### config.mk
export PLATFORM = sky130hd
export DESIGN_NAME = lpbk_path_sel
export DESIGN_NICKNAME = d
export VERILOG_FILES = /design/src/rtl/lpbk_pkg.sv /design/src/rtl/lpbk_word_timer.sv /design/src/rtl/lpbk_serializer.sv /design/src/rtl/lpbk_deserializer.sv /design/src/rtl/lpbk_path_sel.sv
export SDC_FILE = /design/constraint.sdc
export NUM_CORES = 1
export LEC_CHECK = 0
export ABC_AREA = 1
export BUFFER_PORTS_ARGS = -buffer_cell sky130_fd_sc_hd__buf_4
export CORE_MARGIN = 4
export CORE_UTILIZATION = 46
export CTS_CLUSTER_DIAMETER = 120
export DETAILED_ROUTE_END_ITERATION = 10
export HOLD_SLACK_MARGIN = 0.06
export PLACE_DENSITY = 0.8
export RECOVER_POWER = 25
export SYNTH_ARGS = -nofsm -noshare
export SYNTH_HDL_FRONTEND = slang
export SYNTH_SLANG_ARGS = --single-unit
export TNS_END_PERCENT = 5
### constraint.sdc
create_clock -name clk -period 1.2 [get_ports clk]
set_input_delay 0.18 -clock clk [delete_from_list [all_inputs] [get_ports clk]]
set_output_delay 0.18 -clock clk [all_outputs]
set_load 0.01 [all_outputs]
### src/rtl/lpbk_pkg.sv
`timescale 1ns/1ps
package lpbk_pkg;
  // Mode snapshot taken at each word boundary.
  typedef struct packed {
    logic fac;  // line input turned back to line output
    logic equ;  // serializer fed back into deserializer
    logic los;  // loss of signal in force
    logic lt;   // loop timing in force
  } route_t;

  // Loss of signal when the fault pin and its polarity pin disagree.
  function automatic logic los_from_pins(input logic los, input logic pol);
    return los ^ pol;
  endfunction

  // Loop timing is blocked while the internal clock loops back to itself.
  function automatic logic lt_allowed(input logic req, input logic equ);
    return req & ~equ;
  endfunction

  // Second word clock tap: 1 picks the short divider, 0 the long one.
  function automatic logic clk_pick(input logic d16, input logic d32, input logic sel);
    return sel ? d16 : d32;
  endfunction
endpackage

### src/rtl/lpbk_word_timer.sv
`timescale 1ns/1ps
module lpbk_word_timer #(
  parameter int W = 16
) (
  input  logic clk,
  input  logic rst_n,
  output logic bnd_o,
  output logic div_w_o,
  output logic div_2w_o
);
  localparam int CW = $clog2(W);
  logic [CW:0] cnt_q;

  always_ff @(posedge clk) begin
    if (!rst_n) cnt_q <= '0;
    else        cnt_q <= cnt_q + 1'b1;
  end

  assign bnd_o    = (cnt_q[CW-1:0] == CW'(W - 1));
  assign div_w_o  = cnt_q[CW-1];
  assign div_2w_o = cnt_q[CW];
endmodule

### src/rtl/lpbk_serializer.sv
`timescale 1ns/1ps
module lpbk_serializer #(
  parameter int W = 16
) (
  input  logic         clk,
  input  logic         rst_n,
  input  logic         load_i,
  input  logic [W-1:0] word_i,
  output logic         bit_o
);
  logic [W-1:0] sh_q;

  always_ff @(posedge clk) begin
    if (!rst_n)      sh_q <= '0;
    else if (load_i) sh_q <= word_i;
    else             sh_q <= {sh_q[W-2:0], 1'b0};
  end

  assign bit_o = sh_q[W-1];
endmodule

### src/rtl/lpbk_deserializer.sv
`timescale 1ns/1ps
module lpbk_deserializer #(
  parameter int W = 16
) (
  input  logic         clk,
  input  logic         rst_n,
  input  logic         bit_i,
  input  logic         capture_i,
  output logic [W-1:0] word_o,
  output logic         vld_o
);
  logic [W-1:0] ds_q;
  logic [W-1:0] word_q;
  logic         vld_q;
  logic [W-1:0] next_w;

  assign next_w = {ds_q[W-2:0], bit_i};

  always_ff @(posedge clk) begin
    if (!rst_n) begin
      ds_q   <= '0;
      word_q <= '0;
      vld_q  <= 1'b0;
    end else begin
      ds_q  <= next_w;
      vld_q <= capture_i;
      if (capture_i) word_q <= next_w;
    end
  end

  assign word_o = word_q;
  assign vld_o  = vld_q;
endmodule

### src/rtl/lpbk_path_sel.sv
`timescale 1ns/1ps
module lpbk_path_sel #(
  parameter int W = 16
) (
  input  logic         clk,
  input  logic         rst_n,
  input  logic [W-1:0] tx_word_i,
  output logic         tx_load_o,
  input  logic         fac_loop_i,
  input  logic         equ_loop_i,
  input  logic         los_i,
  input  logic         los_pol_i,
  input  logic         loop_tim1_i,
  input  logic         rx_clk2_sel_i,
  input  logic         rx_ser_i,
  output logic         tx_ser_o,
  output logic         tx_clk_from_rx_o,
  output logic [W-1:0] rx_word_o,
  output logic         rx_word_vld_o,
  output logic         rx_clk16_o,
  output logic         rx_clk2_o,
  output logic         rx_clk_from_tx_o,
  output logic         loop_tim1_eff_o,
  output logic         los_active_o
);
  import lpbk_pkg::*;

  // Named internal events for the checker.
  logic   bnd;
  logic   div_w;
  logic   div_2w;
  logic   ser_bit;
  logic   line_bit;
  logic   des_bit;
  route_t req;
  route_t mode_q;

  lpbk_word_timer #(.W(W)) timer_i (
    .clk(clk), .rst_n(rst_n), .bnd_o(bnd), .div_w_o(div_w), .div_2w_o(div_2w)
  );

  assign req.fac = fac_loop_i;
  assign req.equ = equ_loop_i;
  assign req.los = los_from_pins(los_i, los_pol_i);
  assign req.lt  = lt_allowed(loop_tim1_i, equ_loop_i);

  always_ff @(posedge clk) begin
    if (!rst_n)   mode_q <= '0;
    else if (bnd) mode_q <= req;
  end

  lpbk_serializer #(.W(W)) ser_i (
    .clk(clk), .rst_n(rst_n), .load_i(bnd), .word_i(tx_word_i), .bit_o(ser_bit)
  );

  assign line_bit = mode_q.equ ? ser_bit : rx_ser_i;
  assign des_bit  = (!mode_q.equ && mode_q.los) ? 1'b0 : line_bit;

  lpbk_deserializer #(.W(W)) des_i (
    .clk(clk), .rst_n(rst_n), .bit_i(des_bit), .capture_i(bnd),
    .word_o(rx_word_o), .vld_o(rx_word_vld_o)
  );

  assign tx_load_o        = bnd;
  assign tx_ser_o         = mode_q.fac ? rx_ser_i : ser_bit;
  assign tx_clk_from_rx_o = mode_q.fac;
  assign rx_clk_from_tx_o = mode_q.equ;
  assign loop_tim1_eff_o  = mode_q.lt;
  assign los_active_o     = mode_q.los;
  assign rx_clk16_o       = div_w;
  assign rx_clk2_o        = clk_pick(div_w, div_2w, rx_clk2_sel_i);
endmodule

==> run metrics <==
CP max stage delay 330 ps; Core Area 4060 um^2; CTS Sinks 57; Worst Path Required 1020 ps; synthesized instance count 241; Root Buffer clkbuf_8; worst-path fanout max 2; relative slew slack 80.6%; CP cell instances ha_4 -> nand3_4 -> clkinv_4 -> buf_12 -> buf_6; H-tree Lvls 3; RSZ-0062 raised after global routing true; Yosys reg bits 57; area leader, netlist dfxtp_1; Yosys cell types 16; vias in the first global route 1,638; cell with the most instances after synthesis nand2_1; combinational share of power 4.0%; Post-Route WL 4600 um; Post-synth EDFFs 0; Reg power frac 51.2%; layout net count 329; Routed Antenna Nets 0; detailed placer's ending HPWL 2660 um; final-report max-slew violation count 0; via/cell ratio 4.86; Reg-to-Reg Start timer_i.cnt_q[1]$_SDFF_PN0_; ratio of cells with drive above 1 in the final layout 34.0%; worst-case reg-to-reg path depth 8; Die ar. 5380 um^2; fmax 731 MHz; residual DRC count 0; vias 1,729; synth top area cells dfxtp_1 58%, nand2_1 18%, a21oi_1 9.2%, inv_1 4.2%, buf_6 2.9%; largest net degree at the start of global routing 36; die width 73.4 um; CTS Buffer Depth 2; syn_area_per_cell 8.15 um^2; crit end category output port; Clock power frac 44.8%; Seq/Total Area, Yosys 58.1%; Min-Delay Path Class primary input to flop; Post-Syn Nets 267; starting density of the core 48.4%; CTS tree done; CP arrival 1190 ps; drt first-iter violations 96; final worst path period share 114%; Pre-Repair DR Iteration Count 4; clock-pin slew on the worst setup and hold paths 60 ps; Switch Pwr 784 uW; Leak 0.00124 uW; Final Hold Fails 0; # placed instances 335; row count 23; RR Endpoint des_i.word_o[4]$_SDFFE_PN0N_; routability cong. 0.729; total global routing track utilization 18.0%; Worst Setup Path Type flop to output port; violated checks negative setup slack; # Max-Cap Violations 0; hold depth 3; Worst Skew 7.04 ps; die height 73.4 um; Worst Hold End tx_clk_from_rx_o$_SDFFE_PN0N_; switching part of the total 20.9%; peak supply drop 0.784 mV; CTS buffer count 9; Finish-stage setup viols 27; Final WS setup -169 ps; initial antenna violation count 0; Area Overhead vs Synth 40.3%; Cell Area, Synth 1960 um^2; quantity of I/O buffers inserted on ports 49; non-filler cells in the finished layout 356; status complete, but fails checks; # diodes 0; crit path launch type flop; Warnings, synthesis 0; flop2flop setup slack -70 ps; Worst-Margin Slew 290 ps; Fillers 302; num ports 50; internal power 2970 uW; Synth top cells by count 96 x nand2_1, 57 x dfxtp_1, 36 x a21oi_1; GR Overflow Total 0; Crit-path slowest cell dfxtp_2; Power per Cell Area 1360 nW/um^2; Tmin final 1370 ps; worst skew pair latency 330 ps; Top FF cell, synth dfxtp_1; pre-CTS setup slack -19.2 ps; min-delay src fac_loop_i; Synth async-reset ratio 0%; DR WL/cell 12.9 um; Synth top area share 58.1%; first-pass GRT wire length 7240 um
[per-layer routing]
layer / up-vias / GRT usage (%) / wire (um)
li1: 862 / - / -
met2: 57 / 27.6 / 2330
met1: 794 / 20.8 / 1880
met3: 16 / 8.76 / 273
met5: - / 0 / 0
met4: 0 / 9.05 / 110
[sequential cells by signal (all words and copies together) (netlist names)]
| name | cells |
|---|---|
| des_i.ds_q | 15 |
| des_i.vld_o | 1 |
| des_i.word_o | 16 |
| loop_tim1_eff_o | 1 |
| los_active_o | 1 |
| rx_clk_from_tx_o | 1 |
| ser_i.sh_q | 16 |
| timer_i.cnt_q | 5 |
| tx_clk_from_rx_o | 1 |
[repair_timing]
| item | CTS | global route |
|---|---|---|
| endpoints found under the setup margin | 32 | 40 |
| hold buffers | 0 | 0 |
| resized for setup | 15 | 24 |
| pin swaps | 1 | 1 |
| setup buffers | 5 | 2 |
[critical path: cells and delay by family, from the launching register on]
family	cells	cell delay [ps]
flops	1	330
fa+ha+maj	1	170
buf+inv	3	290
simple gates	1	70
[worst max-delay path by stage]
stage | to | start | slack, ps
2_1_floorplan | des_i.word_o[12]$_SDFFE_PN0N_ | timer_i.cnt_q[0]$_SDFF_PN0_ | 60
5_1_grt | tx_load_o | timer_i.cnt_q[1]$_SDFF_PN0_ | -230
4_1_cts | tx_load_o | timer_i.cnt_q[1]$_SDFF_PN0_ | -170
3_3_place_gp | ser_i.sh_q[10]$_SDFF_PN0_ | timer_i.cnt_q[0]$_SDFF_PN0_ | 20
3_5_place_dp | des_i.word_o[7]$_SDFFE_PN0N_ | timer_i.cnt_q[0]$_SDFF_PN0_ | -20
6_report | tx_load_o | timer_i.cnt_q[1]$_SDFF_PN0_ | -170
[per-stage QoR]
step | total power, uW | instance area, um^2 | util [%] | hold slack, ps | setup TNS, ps
2_1_floorplan | 2010 | 1960 | - | 323 | 0
3_3_place_gp | 2090 | 2390 | 58.8 | 411 | 0
3_5_place_dp | 2090 | 2390 | 58.8 | 418 | -158
4_1_cts | 3790 | 2650 | 65.4 | 88.9 | -300
5_1_grt | 3920 | 2760 | 67.9 | 77.1 | -3270
6_report | 3750 | 2760 | 67.9 | 100 | -1510
[final cells by class]
| type | instances | area, um^2 | area share, % |
|---|---|---|---|
| Clock buffer | 10 | 138 | 5.00 |
| Sequential cell | 57 | 1150 | 41.6 |
| Clock inverter | 4 | 45.0 | 1.63 |
| Tap cell | 50 | 62.6 | 2.27 |
| Inverter | 23 | 91.3 | 3.32 |
| Multi-Input combinational cell | 148 | 719 | 26.1 |
| Timing Repair Buffer | 64 | 553 | 20.1 |
[placed cells by master (no fill, tap or decap)]
cell       instances
a21oi_2           12
o21ai_2            1
a21oi_1           24
nand3_1            1
buf_12             4
mux2_4             1
xnor2_1            1
clkbuf_8          10
buf_4             55
clkinv_2           3
bufinv_16          1
nand2_2            5
buf_6              4
buf_8              1
inv_1             22
nor3b_1            1
dfxtp_1           53
ha_4               1
clkinv_4           1
nand2_1           91
nand3_4            1
dfxtp_2            4
nor2_1             9
[power by group through the flow]
stage | clock network, uW | registers (uW) | logic [uW]
after floorplan | 0 | 1960 | 50.2
after global placement | 0 | 1960 | 129
after detailed placement | 0 | 1960 | 131
after CTS | 1730 | 1920 | 142
after global routing | 1840 | 1920 | 163
final | 1680 | 1920 | 151
[cell families (layout without fill, tap and decap cells)]
family                     count (synthesis)  after routing  synth area share [%]
xor gates and xnor gates                   1              1                 0.446
adders and majority gates                  1              1                 0.637
muxes                                      1              1                 0.573
buffers and inverters                     36            101                  9.24
and+or+nand+nor                          108            108                  21.6
AOI/OAI and AO/OA                         37             37                  9.43
DFF                                       57             57                  58.1
Power figures use the tool's default switching activity.
